### src/rtl/tone_pkg.sv
package tone_pkg;
  typedef enum logic [1:0] {
    PS_STD_A = 2'b00,
    PS_NONE  = 2'b01,
    PS_SLOW  = 2'b10,
    PS_STD_B = 2'b11
  } ps_sel_e;
endpackage

### src/rtl/tone_prescaler.sv
module tone_prescaler import tone_pkg::*; #(
  parameter int DIV_STD  = 16,
  parameter int DIV_SLOW = 128
) (
  input  logic       clk,
  input  logic       rst,
  input  logic [1:0] sel_i,
  output logic       tick_o
);
  localparam int PS_W = $clog2(DIV_SLOW);

  logic [PS_W-1:0] cnt_q;
  logic [PS_W-1:0] limit;
  logic            tick_q;
  logic            wrap;

  // Terminal count for the chosen ratio (ratio minus one).
  always_comb begin
    case (ps_sel_e'(sel_i))
      PS_NONE: limit = '0;
      PS_SLOW: limit = PS_W'(DIV_SLOW - 1);
      default: limit = PS_W'(DIV_STD - 1);
    endcase
  end

  assign wrap = (cnt_q >= limit);

  always_ff @(posedge clk) begin
    if (rst) begin
      cnt_q  <= '0;
      tick_q <= 1'b0;
    end else begin
      tick_q <= wrap;
      if (wrap) cnt_q <= '0;
      else      cnt_q <= cnt_q + 1'b1;
    end
  end

  assign tick_o = tick_q;

  // Bypass mode ticks on every clock.
  p_bypass_ticks_r4: assert property (@(posedge clk) disable iff (rst)
    (sel_i == 2'b01) |=> tick_q);

  // Dividing modes never tick on two clocks in a row.
  p_tick_sparse_r3: assert property (@(posedge clk) disable iff (rst)
    (tick_q && sel_i != 2'b01) |=> !tick_q);
endmodule

### src/rtl/tone_counter.sv
module tone_counter #(
  parameter int PER_W = 10
) (
  input  logic             clk,
  input  logic             rst,
  input  logic             tick_i,
  input  logic [PER_W-1:0] period_i,
  output logic             square_o,
  output logic             toggle_o
);
  localparam logic [PER_W-1:0] ONE = PER_W'(1);

  logic [PER_W-1:0] cnt_q;
  logic             sq_q;
  logic             stb_q;
  logic             at_end;

  // Counts of 0 and 1 both end the half wave on this tick.
  assign at_end = (cnt_q <= ONE);

  always_ff @(posedge clk) begin
    if (rst) begin
      cnt_q <= '0;
      sq_q  <= 1'b0;
      stb_q <= 1'b0;
    end else begin
      stb_q <= 1'b0;
      if (tick_i) begin
        if (at_end) begin
          cnt_q <= period_i;
          sq_q  <= ~sq_q;
          stb_q <= 1'b1;
        end else begin
          cnt_q <= cnt_q - ONE;
        end
      end
    end
  end

  assign square_o = sq_q;
  assign toggle_o = stb_q;

  // The strobe marks exactly the cycles where the wave has just changed.
  p_strobe_tracks_wave_r7: assert property (@(posedge clk) disable iff (rst)
    toggle_o == (square_o != $past(square_o)));

  // An inversion needs a prescaled tick on the previous edge.
  p_toggle_needs_tick_r2: assert property (@(posedge clk) disable iff (rst)
    toggle_o |-> $past(tick_i));

  // Mid-count ticks just step down; the period input is not looked at.
  p_count_holds_period_r8: assert property (@(posedge clk) disable iff (rst)
    (tick_i && cnt_q > ONE) |=> (cnt_q == $past(cnt_q) - ONE));
endmodule

### src/rtl/tone_square_gen.sv
module tone_square_gen #(
  parameter int PER_W    = 10,
  parameter int DIV_STD  = 16,
  parameter int DIV_SLOW = 128
) (
  input  logic             clk,
  input  logic             rst,
  input  logic [1:0]       sel_i,
  input  logic [PER_W-1:0] period_i,
  output logic             square_o,
  output logic             toggle_o
);
  logic tick;

  tone_prescaler #(.DIV_STD(DIV_STD), .DIV_SLOW(DIV_SLOW)) u_ps (
    .clk    (clk),
    .rst    (rst),
    .sel_i  (sel_i),
    .tick_o (tick)
  );

  tone_counter #(.PER_W(PER_W)) u_cnt (
    .clk      (clk),
    .rst      (rst),
    .tick_i   (tick),
    .period_i (period_i),
    .square_o (square_o),
    .toggle_o (toggle_o)
  );

  // Reset clears the outputs on the following edge.
  p_reset_quiet_r1: assert property (@(posedge clk)
    $past(rst) |-> (!square_o && !toggle_o));
endmodule

### config.mk
export PLATFORM = sky130hd
export DESIGN_NAME = tone_square_gen
export DESIGN_NICKNAME = d
export VERILOG_FILES = /design/src/rtl/tone_pkg.sv /design/src/rtl/tone_prescaler.sv /design/src/rtl/tone_counter.sv /design/src/rtl/tone_square_gen.sv
export SDC_FILE = /design/constraint.sdc
export NUM_CORES = 1
export LEC_CHECK = 0
export BUFFER_PORTS_ARGS = -buffer_cell sky130_fd_sc_hd__buf_2
export CAP_MARGIN = 20
export CELL_PAD_IN_SITES_DETAIL_PLACEMENT = 1
export CELL_PAD_IN_SITES_GLOBAL_PLACEMENT = 1
export CORE_ASPECT_RATIO = 1.2
export CORE_MARGIN = 3
export CORE_UTILIZATION = 41
export CTS_CLUSTER_SIZE = 28
export DETAILED_ROUTE_END_ITERATION = 10
export PLACE_DENSITY = 0.76
export SLEW_MARGIN = 40
export SYNTH_ARGS = -nofsm -noshare
export SYNTH_HDL_FRONTEND = slang
export SYNTH_SLANG_ARGS = --single-unit
export TNS_END_PERCENT = 10
### constraint.sdc
create_clock -name clk -period 2.5 [get_ports clk]
set_clock_uncertainty 0.1 [all_clocks]
set_input_delay 0.125 -clock clk [delete_from_list [all_inputs] [get_ports clk]]
set_output_delay 0.125 -clock clk [all_outputs]
set_load 0.005 [all_outputs]
==> qor.csv <==
metric,value,unit
dieArea,3390,um2
track_usage,18.3,%
clk_latency,0.30,ns
cpPeakStageDelay,0.61,ns
syn_area,1120,um2
viasPerCell,5.56,
dpl.hpwl,2110,um
cp_slowest_cell,or4b_2,
drive_gt1_share,20.9,%
slew_viol_final,0,
cts_inserted_buffers,3,
syn_avg_cell_area,8.74,um2
first_pass_iters,4,
grt_max_degree,22,
peakVddDrop,320,uV
p_sw,0.186,mW
io_buffers,15,
die_w,53.7,um
reg2regPathDepth,6,
synth_area_leaders,"dfxtp_1 36%, ha_1 7.8%, nor2_1 4.7%",
yosys_warnings,0,
clkPwrFrac,28.5,%
htreeDepth,1,
fmax,472,MHz
period_share,84.8,%
worstSetupPathDepth,6,
synth_mux_area_share,3.58,%
dp_cells,175,
grt_setup_unrepaired,false,
design_area,1290,um2
start_kind,register,
pre_cts_slack,0.417,ns
antenna_found_initial,0,
synthSimpleGateAreaFrac,30.4,%
start_util,43.4,%
place_area,1240,um2
antennaDiodeCount,0,
relSlewSlack,60.6,%
power.combinational.fraction,19.5,%
synth_top_area_share,35.8,%
yosysSeqAreaShare,35.8,%
post_drt_wl_per_cell,14.9,um
status,completed,
synth_compound_area_share,15.8,%
path_cells,"inv_1, ha_1, o21bai_1, nor3_4, or4b_2, o311ai_0",
yosysMostFrequentCell,dfxtp_1,
p_leak,0.513,nW
drcViolationCount,0,
synth_xor_area_share,3.91,%
clockRootBuffer,clkbuf_4,
synth_top_family_by_area,simple AND/OR/NAND/NOR gates,
holdWs,0.00816,ns
synth.distinct_cells,43,
yosys.area.top_type,dfxtp_1,
area_growth,15.8,%
yosys.area_share.adder,7.83,%
p_total,0.662,mW
synth_common_cells,"20 x dfxtp_1, 14 x nor2_1, 8 x nand2_1",
grt_pass1_vias,1104,
setup_ws,0.381,ns
fin_util,50.2,%
whs_path_depth,3,
cts_tree,yes,
p_per_area,512,nW/um2
synth-main-ff-cell,dfxtp_1,
via_count,1006,
cts_buffer_depth,2,
worst_pin_slew,0.585,ns
crit_arrival,2.21,ns
drt-initial-drc-count,6,
critPathTopFamily,simple AND/OR/NAND/NOR gates,
hp-class,in -> reg,
layoutNonFillerInstCount,181,
switching_share,28.0,%
cp_max_fo,9,
fill_cells,326,
gr-total-overflow,0,
hold_viol,0,
synth_nets,149,
fin_nets,170,
rows,20,
routed_wl,2690,um
ys_ff_latch,20,
gp_congestion,0.770,
endpoint_kind,register,
synthCells,128,
die_y,63.2,um
min_period,2.12,ns
path_buf_inv,1,
seq_power_share,52.0,%
cts_sinks,20,
synth-edff-count,0,
post_cts_buffers,0,
setup_viol,0,
max_cap_viol_count,0,
async_reset_ff_share,0,%
drt.antenna.violating_nets,0,
grt_first_pass_wirelength,4750,um
worstPathRequired,2.60,ns
clk_pin_slew_worst_paths,0.12,ns
worstSetupPathType,reg -> reg,
p_int,0.477,mW
ios,16,
fin_tns_setup,0,ns
coreArea,2580,um2
-- per-layer routing --
layer	track usage, %	wire length, um	vias to the layer above
li1	-	-	510
met1	21.4	1130	486
met2	32.7	1480	8
met3	2.84	64	2
met4	5.43	15	0
met5	0	0	-
-- final cells by class --
type | count | area, um2 | share of cell area (%)
multi-input combinational | 100 | 688 | 53.1
timing repair buffer | 19 | 110 | 8.50
sequential | 20 | 400 | 30.9
clock buffer | 4 | 36.3 | 2.80
inverter | 5 | 18.8 | 1.45
tap | 33 | 41.3 | 3.19
-- power by group through the flow --
stage	sequential, mW	combinational [mW]	clock, mW
final	0.344	0.129	0.189
after global routing	0.347	0.148	0.215
after CTS	0.344	0.132	0.194
after detailed placement	0.352	0.128	0
after global placement	0.351	0.122	0
after floorplan	0.348	0.0899	0
-- worst register-to-register path: stages, from the launching register on --
cell and delay [ns]:
dfxtp_1 0.44, inv_1 0.09, ha_1 0.25, o21bai_1 0.29, nor3_4 0.13, or4b_2 0.61
o311ai_0 0.11
-- final timing paths --
kind,from,to,slack (ns)
worst min register to register,u_ps.cnt_q[0]$_SDFF_PP0_,u_ps.cnt_q[0]$_SDFF_PP0_,0.41
worst max-delay path,u_cnt.cnt_q[0]$_SDFFE_PP0P_,u_cnt.cnt_q[1]$_SDFFE_PP0P_,0.38
worst max register to register,u_cnt.cnt_q[0]$_SDFFE_PP0P_,u_cnt.cnt_q[1]$_SDFFE_PP0P_,0.38
worst min-delay path,period_i[9],u_cnt.cnt_q[9]$_SDFFE_PP0P_,0.008
-- repair_timing --
| action | 4_1_cts | 5_1_grt |
|---|---|---|
| hold buffers | 2 | 0 |
| gates resized for setup | 0 | 0 |
| endpoints found under the hold margin | 2 | 0 |
-- logic make-up (layout without fill, tap and decap cells) --
group / count (synthesis) / count (layout)
AOI/OAI and AO/OA: 26 / 26
xor gates and xnor gates: 5 / 5
adders and majority gates: 7 / 7
buffers and inverters: 8 / 28
DFF: 20 / 20
muxes: 4 / 4
and+or+nand+nor: 58 / 58
-- state kept, by name (all words and copies together), names as in the netlist --
register and cells:
u_cnt.square_o 1, u_ps.cnt_q 7, u_cnt.toggle_o 1, u_ps.tick_o 1, u_cnt.cnt_q 10
-- placed cells by master, fill, tap and decap left out, types with 4 or more instances in the layout --
| cell | netlist | routed |
|---|---|---|
| dfxtp_1 | 20 | 20 |
| nor2_1 | 14 | 14 |
| xor2_1 | 4 | 4 |
| nand2b_1 | 4 | 4 |
| nand2_1 | 8 | 8 |
| ha_1 | 7 | 7 |
| o21ai_0 | 6 | 6 |
| mux2i_1 | 4 | 4 |
| buf_2 | 0 | 15 |
| a21oi_1 | 4 | 4 |
| inv_1 | 5 | 5 |
| nand3_1 | 6 | 6 |
Power figures use the tool's default switching activity.
